==> src/rtl/tick_irq_pkg.sv <==
package tick_irq_pkg;

    localparam int MS_W = 32;

    typedef logic [MS_W-1:0] ms_t;

    typedef enum logic [1:0] {
        ACT_IDLE = 2'd0,
        ACT_ARM  = 2'd1,
        ACT_STOP = 2'd2,
        ACT_FIRE = 2'd3
    } sched_act_e;

    typedef struct packed {
        logic armed;
        ms_t  deadline;
    } sched_state_t;

    // true when 'now' is at or past 'mark' (modular, signed difference)
    function automatic logic reached(input ms_t now, input ms_t mark);
        ms_t diff;
        diff = now - mark;
        return ~diff[MS_W-1];
    endfunction

    // true when 'a' lies strictly after 'b' (modular, signed difference)
    function automatic logic later(input ms_t a, input ms_t b);
        ms_t diff;
        diff = a - b;
        return (diff != '0) && ~diff[MS_W-1];
    endfunction

endpackage

==> src/rtl/tick_cfg_regs.sv <==
module tick_cfg_regs
    import tick_irq_pkg::*;
#(
    parameter int          IVL_W   = 16,
    parameter int          VEC_W   = 16,
    parameter logic [15:0] IVL_RST = 16'd100,
    parameter logic [15:0] VEC_RST = 16'hFC00
) (
    input  logic             clk,
    input  logic             rst,
    input  logic             ivl_wr,
    input  logic [IVL_W-1:0] ivl_din,
    input  logic             vec_wr,
    input  logic [VEC_W-1:0] vec_din,
    output logic [IVL_W-1:0] ivl_q,
    output logic [VEC_W-1:0] vec_q
);

    localparam logic [IVL_W-1:0] IVL_INIT = IVL_W'(IVL_RST);
    localparam logic [VEC_W-1:0] VEC_INIT = VEC_W'(VEC_RST);

    always_ff @(posedge clk) begin
        if (rst) begin
            ivl_q <= IVL_INIT;
        end else if (ivl_wr) begin
            ivl_q <= ivl_din;
        end
    end

    always_ff @(posedge clk) begin
        if (rst) begin
            vec_q <= VEC_INIT;
        end else if (vec_wr) begin
            vec_q <= vec_din;
        end
    end

    p_vec_load_r2: assert property (@(posedge clk) disable iff (rst)
        vec_wr |=> (vec_q == $past(vec_din)));

    p_ivl_load_r10: assert property (@(posedge clk) disable iff (rst)
        ivl_wr |=> (ivl_q == $past(ivl_din)));

    p_vec_hold_r2: assert property (@(posedge clk) disable iff (rst)
        (!vec_wr && !$past(rst)) |=> $stable(vec_q));

endmodule

==> src/rtl/tick_sched.sv <==
module tick_sched
    import tick_irq_pkg::*;
#(
    parameter int IVL_W = 16
) (
    input  logic             clk,
    input  logic             rst,
    input  ms_t              now,
    input  logic             strobe,
    input  logic             en_wr,
    input  logic             en_val,
    input  logic [IVL_W-1:0] ivl,
    output logic             fire,
    output logic             clr,
    output logic             armed
);

    sched_state_t st_q, st_d;
    sched_act_e   act;
    ms_t          ivl_ext;
    ms_t          step_dl;
    ms_t          rebase_dl;

    assign ivl_ext   = ms_t'(ivl);
    assign step_dl   = st_q.deadline + ivl_ext;
    assign rebase_dl = now + ivl_ext;

    always_comb begin
        if (en_wr) begin
            act = en_val ? ACT_ARM : ACT_STOP;
        end else if (st_q.armed && strobe && reached(now, st_q.deadline)) begin
            act = ACT_FIRE;
        end else begin
            act = ACT_IDLE;
        end
    end

    always_comb begin
        st_d = st_q;
        unique case (act)
            ACT_ARM: begin
                st_d.armed    = 1'b1;
                st_d.deadline = rebase_dl;
            end
            ACT_STOP: begin
                st_d.armed = 1'b0;
            end
            ACT_FIRE: begin
                st_d.deadline = later(step_dl, now) ? step_dl : rebase_dl;
            end
            default: ;
        endcase
    end

    always_ff @(posedge clk) begin
        if (rst) begin
            st_q <= '0;
        end else begin
            st_q <= st_d;
        end
    end

    assign fire  = (act == ACT_FIRE);
    assign clr   = (act == ACT_ARM) || (act == ACT_STOP);
    assign armed = st_q.armed;

    // after a hit with a nonzero interval the new deadline lies ahead of the strobe time
    p_deadline_ahead_r6: assert property (@(posedge clk) disable iff (rst)
        (fire && ivl != '0) |=> later(st_q.deadline, $past(now)));

    p_stop_r8: assert property (@(posedge clk) disable iff (rst)
        (en_wr && !en_val) |=> !armed);

    p_arm_r3: assert property (@(posedge clk) disable iff (rst)
        (en_wr && en_val) |=> armed);

    p_no_strobe_r11: assert property (@(posedge clk) disable iff (rst)
        (!strobe && !en_wr) |=> $stable(st_q));

endmodule

==> src/rtl/tick_pend.sv <==
module tick_pend (
    input  logic clk,
    input  logic rst,
    input  logic fire,
    input  logic ack,
    input  logic clr,
    output logic pend
);

    always_ff @(posedge clk) begin
        if (rst) begin
            pend <= 1'b0;
        end else if (clr) begin
            pend <= 1'b0;
        end else if (fire) begin
            pend <= 1'b1;
        end else if (ack) begin
            pend <= 1'b0;
        end
    end

    p_hold_r7: assert property (@(posedge clk) disable iff (rst)
        (pend && !ack && !clr) |=> pend);

    p_ack_clear_r7: assert property (@(posedge clk) disable iff (rst)
        (ack && !fire && !clr) |=> !pend);

    p_fire_wins_r12: assert property (@(posedge clk) disable iff (rst)
        (fire && !clr) |=> pend);

endmodule

==> src/rtl/tick_irq_gen.sv <==
module tick_irq_gen
    import tick_irq_pkg::*;
#(
    parameter int          IVL_W   = 16,
    parameter int          VEC_W   = 16,
    parameter logic [15:0] IVL_RST = 16'd100,
    parameter logic [15:0] VEC_RST = 16'hFC00
) (
    input  logic             clk,
    input  logic             rst,
    input  logic [31:0]      time_ms,
    input  logic             time_strobe,
    input  logic             en_wr,
    input  logic             en_val,
    input  logic             ivl_wr,
    input  logic [IVL_W-1:0] ivl_din,
    input  logic             vec_wr,
    input  logic [VEC_W-1:0] vec_din,
    input  logic             irq_ack,
    output logic             irq_req,
    output logic [VEC_W-1:0] vec_addr
);

    logic [IVL_W-1:0] ivl_q;
    logic             fire;
    logic             clr;
    logic             armed;
    ms_t              now;

    assign now = ms_t'(time_ms);

    tick_cfg_regs #(
        .IVL_W   (IVL_W),
        .VEC_W   (VEC_W),
        .IVL_RST (IVL_RST),
        .VEC_RST (VEC_RST)
    ) u_cfg (
        .clk     (clk),
        .rst     (rst),
        .ivl_wr  (ivl_wr),
        .ivl_din (ivl_din),
        .vec_wr  (vec_wr),
        .vec_din (vec_din),
        .ivl_q   (ivl_q),
        .vec_q   (vec_addr)
    );

    tick_sched #(
        .IVL_W (IVL_W)
    ) u_sched (
        .clk    (clk),
        .rst    (rst),
        .now    (now),
        .strobe (time_strobe),
        .en_wr  (en_wr),
        .en_val (en_val),
        .ivl    (ivl_q),
        .fire   (fire),
        .clr    (clr),
        .armed  (armed)
    );

    tick_pend u_pend (
        .clk  (clk),
        .rst  (rst),
        .fire (fire),
        .ack  (irq_ack),
        .clr  (clr),
        .pend (irq_req)
    );

    p_quiet_after_stop_r8: assert property (@(posedge clk) disable iff (rst)
        (en_wr && !en_val) |=> !irq_req);

    p_arm_clears_r3: assert property (@(posedge clk) disable iff (rst)
        (en_wr && en_val) |=> !irq_req);

    p_req_needs_arm_r4: assert property (@(posedge clk) disable iff (rst)
        $rose(irq_req) |-> $past(armed));

endmodule

==> config.mk <==
export PLATFORM = sky130hd
export DESIGN_NAME = tick_irq_gen
export DESIGN_NICKNAME = d
export VERILOG_FILES = /design/src/rtl/tick_irq_pkg.sv /design/src/rtl/tick_cfg_regs.sv /design/src/rtl/tick_sched.sv /design/src/rtl/tick_pend.sv /design/src/rtl/tick_irq_gen.sv
export SDC_FILE = /design/constraint.sdc
export NUM_CORES = 1
export LEC_CHECK = 0
export BUFFER_PORTS_ARGS = -buffer_cell sky130_fd_sc_hd__buf_2
export CAP_MARGIN = 10
export CORE_MARGIN = 4
export CORE_UTILIZATION = 40
export DETAILED_ROUTE_END_ITERATION = 12
export GPL_TIMING_DRIVEN = 0
export HOLD_SLACK_MARGIN = 0.05
export PLACE_DENSITY = 0.58
export RECOVER_POWER = 50
export SYNTH_ARGS = -nofsm -noshare
export SYNTH_HDL_FRONTEND = slang
export SYNTH_SLANG_ARGS = --single-unit
==> constraint.sdc <==
create_clock -name clk -period 5.8 [get_ports clk]
set_input_delay 0.58 -clock clk [delete_from_list [all_inputs] [get_ports clk]]
set_output_delay 0.58 -clock clk [all_outputs]
set_load 0.1 [all_outputs]
==> results.tsv, run 1 <==
stage	metric	value	unit
placement	hpwlAfterDp	20.8	mm
cells_and_area	n_antenna_cell	0	
global_routing	grt_start_max_net_pins	12	
placement	gp_congestion	0.960	
timing	tightest_slew	1310	ps
floorplanning	pin_count	89	
route	num_vias	8392	
route	ant_nets	0	
cells_and_area	drive_above_1_share	17.7	%
clock_network	cts_tree	yes	
setup_path	rr_startpoint	u_cfg.ivl_q[0]	
logic_synthesis	netlist_instances	1054	
timing	relSlewSlack	11.8	%
logic_synthesis	yosysSeqAreaShare	16.9	%
route	wirelength	26.9	mm
timing	hold_viol	0	
logic_synthesis	syn_nets	1223	
cells_and_area	fin_area	0.00958	mm²
timing	setup_slack	-9.46	ps
timing	finClkSkew	15.7	ps
setup_path	crit_arrival	5980	ps
global_routing	grt_usage	24.0	%
pwr	switching_share	43.0	%
pwr	powerDensity	217	mW/mm²
logic_synthesis	ys_warn_count	0	
clock_network	cts_buffer_depth	2	
outcome	violations	setup timing	
setup_path	critPathKind	reg2reg	
placement	place_inst	1402	
timing	rsz0062_at_grt	yes	
run	max_cap_viol_count	0	
global_routing	grt_pass1_vias	7960	
logic_synthesis	synthArstFlopShare	0	%
cells_and_area	num-nets-final	1353	
pwr	intPower	1.18	mW
logic_synthesis	ys_seq_elements	66	
timing	report.final.slew_viol_count	0	
logic_synthesis	synth_edf_count	0	
cells_and_area	finalNonFillerCells	1449	
clock_network	root_buffer	clkbuf_16	
logic_synthesis	synthTopCellsByCount	94 x ha_1, 92 x nor2_1, 86 x inv_1	
clock_network	hold_buffers	0	
logic_synthesis	synthDominantCellAreaShare	16.9	%
min_path	hold_class	in2reg	
route	wire_per_inst	18.6	µm
logic_synthesis	syn_area_per_cell	7.41	µm²
clock_network	h-tree-depth	3	
timing	timing.final.crit_share	100	%
floorplanning	fp-row-count	50	
logic_synthesis	syn_area	0.00781	mm²
clock_network	cts-buffers-inserted	9	
pwr	vdd.ir_drop.worst	0.162	mV
floorplanning	dieWidth	148	µm
clock_network	clock_latency	340	ps
floorplanning	die_h	148	µm
setup_path	start_kind	register	
floorplanning	initial_core_util	41.2	%
pwr	pwr-share-clk	24.8	%
logic_synthesis	synth_top_cell_by_area	dfxtp_1	
pwr	pwr-share-seq	25.1	%
outcome	run_status	finished with violations	
setup_path	cp-end-kind	register	
placement	place_area	0.00858	mm²
global_routing	grt-ovfl-total	0	
setup_path	worstPathRequired	5970	ps
logic_synthesis	yosysMostFrequentCell	ha_1	
setup_path	reg2reg_slack	-9	ps
setup_path	cp_max_fo	10	
setup_path	cp-startpoint	u_cfg.ivl_q[0]	
floorplanning	die_area	0.0218	mm²
timing	setup_viol	1	
global_routing	antenna_found_initial	0	
clock_network	clkTransAtPathRegs	60	ps
floorplanning	coreArea	0.0190	mm²
logic_synthesis	synthDistinctLibCells	76	
pwr	power.leakage	4.07	nW
route	drt-initial-drc-count	573	
global_routing	grt_first_pass_wirelength	42.4	mm
min_path	min_from	ivl_din[6]	
route	routed_via_density	5.79	
logic_synthesis	synth_ff_type	dfxtp_1	
pwr	p_comb_share	50.0	%
timing	holdWs	452	ps
placement	io_buffers	87	
route	drtPass1Iterations	5	
cells_and_area	synthToLayoutAreaGrowth	22.7	%
clock_network	clock_sinks	66	
route	drc_errors	0	
logic_synthesis	synthTopCellsByArea	dfxtp_1 17%, ha_1 15%, xnor2_1 5.4%, nor2_1 4.4%, a21oi_1 4.2%	
timing	fin_crit	5810	ps
pwr	switchingPower	0.894	mW
timing	max_freq	0.172	GHz
==> layout make-up <==
| class | count | area, µm² |
|---|---|---|
| repair buffers | 126 | 785 |
| clock buffers | 11 | 243 |
| well taps | 260 | 325 |
| clock inverters | 5 | 30.0 |
| inverters | 86 | 323 |
| multi-input cells | 858 | 6340 |
| flip-flops and latches | 66 | 1330 |
| fillers | 1917 | 9370 |
| plain buffers | 37 | 211 |
==> routing by layer <==
| layer | vias to the layer above | share of wire (%) | GRT usage, % |
|---|---|---|---|
| li1 | 4139 | - | - |
| met5 | - | 0 | 0 |
| met3 | 47 | 7.0 | 3.83 |
| met1 | 3892 | 47 | 34.8 |
| met2 | 314 | 43 | 36.6 |
| met4 | 0 | 2.4 | 7.13 |
==> state kept, by name, indices dropped and copies added, names as in the netlist <==
signal / cells
u_pend.pend: 1
u_cfg.ivl_q: 16
u_sched.st_q: 32
u_cfg.vec_q: 16
u_sched.armed: 1
==> worst max-delay path, cell delays in order (launching register included) <==
cell and delay, ps:
dfxtp_4 370, ha_4 170, fa_2 360, a211o_1 260, o211ai_1 100, nand2_1 130, a31oi_4 230, a21oi_2 100
o41a_1 410, nand3_2 130, xnor2_2 80, ha_1 310, clkbuf_8 130, nand3b_1 130, o2111ai_2 120, a2111oi_2 390
o311ai_1 180, or4_4 460, nor4_4 180, o2111ai_2 180, nor4_4 220, buf_4 180, a211oi_4 90, buf_6 160
buf_4 130, buf_12 150, a31oi_4 190, o22ai_2 90
==> cell families after synthesis <==
family | after synthesis | synth area share, %
AOI/OAI and AO/OA | 282 | 24.7
xor gates and xnor gates | 66 | 7.40
muxes | 30 | 3.86
DFF | 66 | 16.9
and+or+nand+nor | 383 | 24.7
buffers and inverters | 130 | 6.60
adders and majority gates | 97 | 15.8
==> path summary, 6_finish.rpt <==
| path | endpoint | cells past startpoint |
|---|---|---|
| worst max-delay path | u_sched.st_q[13] | 27 |
| worst min-delay path | u_cfg.ivl_q[6] | 2 |
| worst max register to register | u_sched.st_q[13] | 27 |
| worst min register to register | u_sched.st_q[17] | 2 |
==> power by group through the flow <==
stage	logic, mW	registers, mW	clock network (mW)
floorplan	0.646	0.571	0
global placement	0.928	0.528	0
detailed placement	0.930	0.529	0
CTS	0.986	0.520	0.521
global route	1.14	0.527	0.540
finish	1.04	0.522	0.516
==> what timing repair did <==
item,in CTS,in global routing
setup buffers,16,21
resized for setup,53,62
pin swaps,21,22
endpoints found under the setup margin,32,32
cloned,0,1
==> cells in the final DEF (no fill, tap or decap), drive strengths merged, types with 13 or more instances in the layout <==
master	instances
a211o	17
a211oi	15
a21o	18
a21oi	67
a31oi	14
and3	19
buf	120
clkbuf	54
dfxtp	66
ha	94
inv	86
mux2i	29
nand2	76
nand2b	18
nand3	56
nand4	13
nor2	92
nor2b	20
nor3	27
nor4	15
o211ai	16
o21ai	51
o311ai	15
or3	14
xnor2	48
xor2	18
==> stage by stage <==
| step | power [mW] | util [%] | setup TNS (ps) | setup slack [ps] |
|---|---|---|---|---|
| 2_1_floorplan | 1.22 | - | 0 | 260 |
| 3_3_place_gp | 1.46 | 45.2 | -30030 | -1020 |
| 3_5_place_dp | 1.46 | 45.3 | -28850 | -982 |
| 4_1_cts | 2.03 | 48.5 | 0 | 15.5 |
| 5_1_grt | 2.21 | 50.6 | -6160 | -282 |
| 6_report | 2.08 | 50.6 | -9.46 | -9.46 |
Note: power is estimated with default switching activity, not from simulation.
==> run 2: changes to the inputs <==
--- a/config.mk
+++ b/config.mk
@@ -5,6 +5,7 @@
 export SDC_FILE = /design/constraint.sdc
 export NUM_CORES = 1
 export LEC_CHECK = 0
+export ABC_AREA = 1
 export BUFFER_PORTS_ARGS = -buffer_cell sky130_fd_sc_hd__buf_2
 export CAP_MARGIN = 10
 export CORE_MARGIN = 4
==> run 2 against run 1 <==
The flow now finishes without violations. Synthesized cell count is 34% higher. Power rose by 8.1%. Worst setup slack gained 470 ps. First-iteration DRC count rose by 3.0%. Area after synthesis grew 7.8%. Cell count increased by 23%.
==> results.tsv, run 2 <==
stage	metric	value	unit	change
setup_path	rr_startpoint	u_cfg.ivl_q[0]		
timing	finClkSkew	14.0	ps	-1.71 ps
timing	hold_viol	0		unchanged
logic_synthesis	synthDistinctLibCells	46		-39%
floorplanning	die_area	0.0234	mm²	+7.4%
pwr	vdd.ir_drop.worst	0.184	mV	+13%
clock_network	cts_resized	0		-100%
cells_and_area	utilization	46.4	%	-4.2 points
clock_network	hold_buffers	0		unchanged
placement	hpwlAfterDp	23.3	mm	+12%
setup_path	worst_path_max_delay_cell	dfxtp_1		
clock_network	clkTransAtPathRegs	60	ps	about the same
placement	io_buffers	87		unchanged
setup_path	reg2reg_slack	460	ps	+470 ps
placement	place_area	0.00920	mm²	+7.2%
logic_synthesis	synth_edf_count	0		unchanged
setup_path	cp_max_fo	10		unchanged
cells_and_area	layout_commonest_cell	nand2_1		
logic_synthesis	syn_area_per_cell	5.97	µm²	-19%
timing	tightest_slew	1190	ps	-120 ps
floorplanning	coreArea	0.0205	mm²	+8.1%
floorplanning	fp-row-count	52		+4.0%
pwr	powerDensity	236	mW/mm²	+9.0%
cells_and_area	fin_area	0.00950	mm²	-0.85%
clock_network	clock_latency	330	ps	about the same
global_routing	grt-busiest-layer	met2		
floorplanning	die_h	153	µm	+3.6%
logic_synthesis	synthTopCellsByArea	nand2_1 18%, dfxtp_1 16%, ha_1 14%, inv_1 9.5%, a21oi_1 5.8%		
timing	timing.final.crit_share	92.1	%	-8.1 points
logic_synthesis	synthDominantCellAreaShare	17.6	%	+0.69 points
route	ant_nets	0		unchanged
pwr	power	2.24	mW	+8.1%
logic_synthesis	ys_warn_count	0		unchanged
logic_synthesis	synth_ff_type	dfxtp_1		
setup_path	critPathCapture	u_sched.st_q[9]		
global_routing	grt_start_max_net_pins	13		+1
cells_and_area	top_register	u_sched.st_q		
setup_path	slowest_delay	440	ps	-20 ps
logic_synthesis	ys_seq_elements	66		unchanged
floorplanning	pin_count	89		unchanged
timing	setup_slack	458	ps	+467 ps
cells_and_area	regArea	0.00132	mm²	-0.56%
route	drtPass1Iterations	7		+2
clock_network	cts_buffer_depth	2		unchanged
setup_path	timing.rr.end	u_sched.st_q[9]		
route	num_vias	9031		+7.6%
logic_synthesis	synthArstFlopShare	0	%	unchanged
timing	setup_viol	0		-1
timing	fin_crit	5340	ps	-467 ps
setup_path	worstRegToRegCells	29		+7.4%
global_routing	antenna_found_initial	0		unchanged
outcome	run_status	finished clean		
global_routing	grt_use_met2	35.5	%	-1.1 points
clock_network	root_buffer	clkbuf_16		
timing	relSlewSlack	21.0	%	+9.2 points
route	drc_errors	0		unchanged
setup_path	start_kind	register		
global_routing	grt_usage	22.7	%	-1.3 points
run	max_cap_viol_count	0		unchanged
logic_synthesis	synth_top_cell_by_area	nand2_1		
min_path	hold_class	reg2reg		
clock_network	cts_tree	yes		
cells_and_area	reg_top3	u_sched.st_q (32), u_cfg.ivl_q (16), u_cfg.vec_q (16)		
cells_and_area	finalNonFillerCells	1783		+23%
route	drt-initial-drc-count	590		+3.0%
route	wire_per_inst	15.3	µm	-18%
floorplanning	initial_core_util	41.1	%	-0.11 points
global_routing	met1_usage	33.3	%	-1.5 points
setup_path	cpMostUsedCell	nand2_1		
logic_synthesis	yosysMostFrequentCell	nand2_1		
setup_path	cp-startpoint	u_cfg.ivl_q[0]		
clock_network	clock_sinks	66		unchanged
logic_synthesis	syn_nets	1579		+29%
logic_synthesis	synthTopCellsByCount	395 x nand2_1, 213 x inv_1, 118 x nor2_1		
global_routing	grt_pass1_vias	8319		+4.5%
global_routing	met3_usage	2.66	%	-1.2 points
pwr	power.leakage	5.12	nW	+26%
cells_and_area	num-nets-final	1677		+24%
placement	dp_slack	566	ps	+1550 ps
clock_network	h-tree-depth	3		unchanged
setup_path	critPathKind	reg2reg		
setup_path	cp-end-kind	register		
cells_and_area	multi_input_area	0.00604	mm²	-4.8%
cells_and_area	drive_above_1_share	11.5	%	-6.2 points
placement	place_inst	1767		+26%
timing	max_freq	0.187	GHz	+8.7%
setup_path	crit_arrival	5530	ps	-450 ps
route	routed_via_density	5.07		-13%
cells_and_area	nFillCells	2298		+20%
global_routing	grt-ovfl-total	0		unchanged
logic_synthesis	netlist_instances	1410		+34%
cells_and_area	largest_reg_flops	32		unchanged
floorplanning	dieWidth	153	µm	+3.6%
clock_network	cts-buffers-inserted	9		unchanged
cells_and_area	final_cell_mix	395 x nand2_1, 213 x inv_1, 118 x nor2_1, 97 x a21oi_1, 94 x ha_1		
timing	holdWs	458	ps	+6.21 ps
clock_network	post_cts_buffers	0		-16
cells_and_area	synthToLayoutAreaGrowth	12.8	%	
global_routing	grt_first_pass_wirelength	43.4	mm	+2.2%
timing	report.final.slew_viol_count	0		unchanged
route	wirelength	27.3	mm	+1.2%
timing	setup-tns-final	0	ps	+9.46 ps
logic_synthesis	syn_area	0.00842	mm²	+7.8%
placement	gp_congestion	0.946		-1.5%
setup_path	worstPathRequired	5980	ps	about the same
cells_and_area	n_antenna_cell	0		unchanged
timing	rsz0062_at_grt	no		
logic_synthesis	yosysSeqAreaShare	15.7	%	-1.2 points
[run 2: worst min-delay path by stage]
stage,from,to,slack [ps],cells past startpoint
global placement,u_cfg.vec_q[10],u_cfg.vec_q[10],430,2
CTS,ivl_din[6],u_cfg.ivl_q[6],450,3
floorplan,u_cfg.ivl_q[2],u_cfg.ivl_q[2],460,2
global route,vec_din[11],u_cfg.vec_q[11],470,3
finish,u_cfg.vec_q[13],u_cfg.vec_q[13],460,2
detailed placement,u_cfg.vec_q[12],u_cfg.vec_q[12],440,2
[run 2: kinds of logic (layout without fill, tap and decap cells)]
logic type,Yosys count,count (layout),share of synthesized area (%)
xor gates and xnor gates,65,65,6.76
buffers and inverters,270,373,12.7
and+or+nand+nor,715,715,37.8
AOI/OAI and AO/OA,197,197,12.5
DFF,66,66,15.7
adders and majority gates,97,97,14.7
[run 2: cell type report]
cell class | instances | area share (%)
Buffer | 28 | 1.63
Clock buffer | 10 | 2.51
Clock inverter | 6 | 0.948
Inverter | 242 | 9.56
Multi-Input combinational cell | 1074 | 63.5
Sequential cell | 66 | 13.9
Tap cell | 270 | 3.55
Timing Repair Buffer | 87 | 4.36
[run 2: per-layer routing]
metal,wire length [µm],up-vias
li1,-,4727
met1,13000,4005
met2,11800,269
met3,1910,30
met4,538,0
met5,0,-
[run 2: where the power goes]
| part | switching (mW) | total, mW | internal [mW] |
|---|---|---|---|
| clock network | 0.218 | 0.607 | 0.389 |
| registers | 0.0354 | 0.527 | 0.491 |
| logic | 0.742 | 1.11 | 0.369 |
[run 2: critical path, delay by kind of cell, from the launching register on]
kind                       cells  cell delay [ps]
xor gates and xnor gates       1              330
and+or+nand+nor               16             2060
DFF                            1              440
adders and majority gates      3              880
AOI/OAI and AO/OA              6             1030
buffers and inverters          3              410
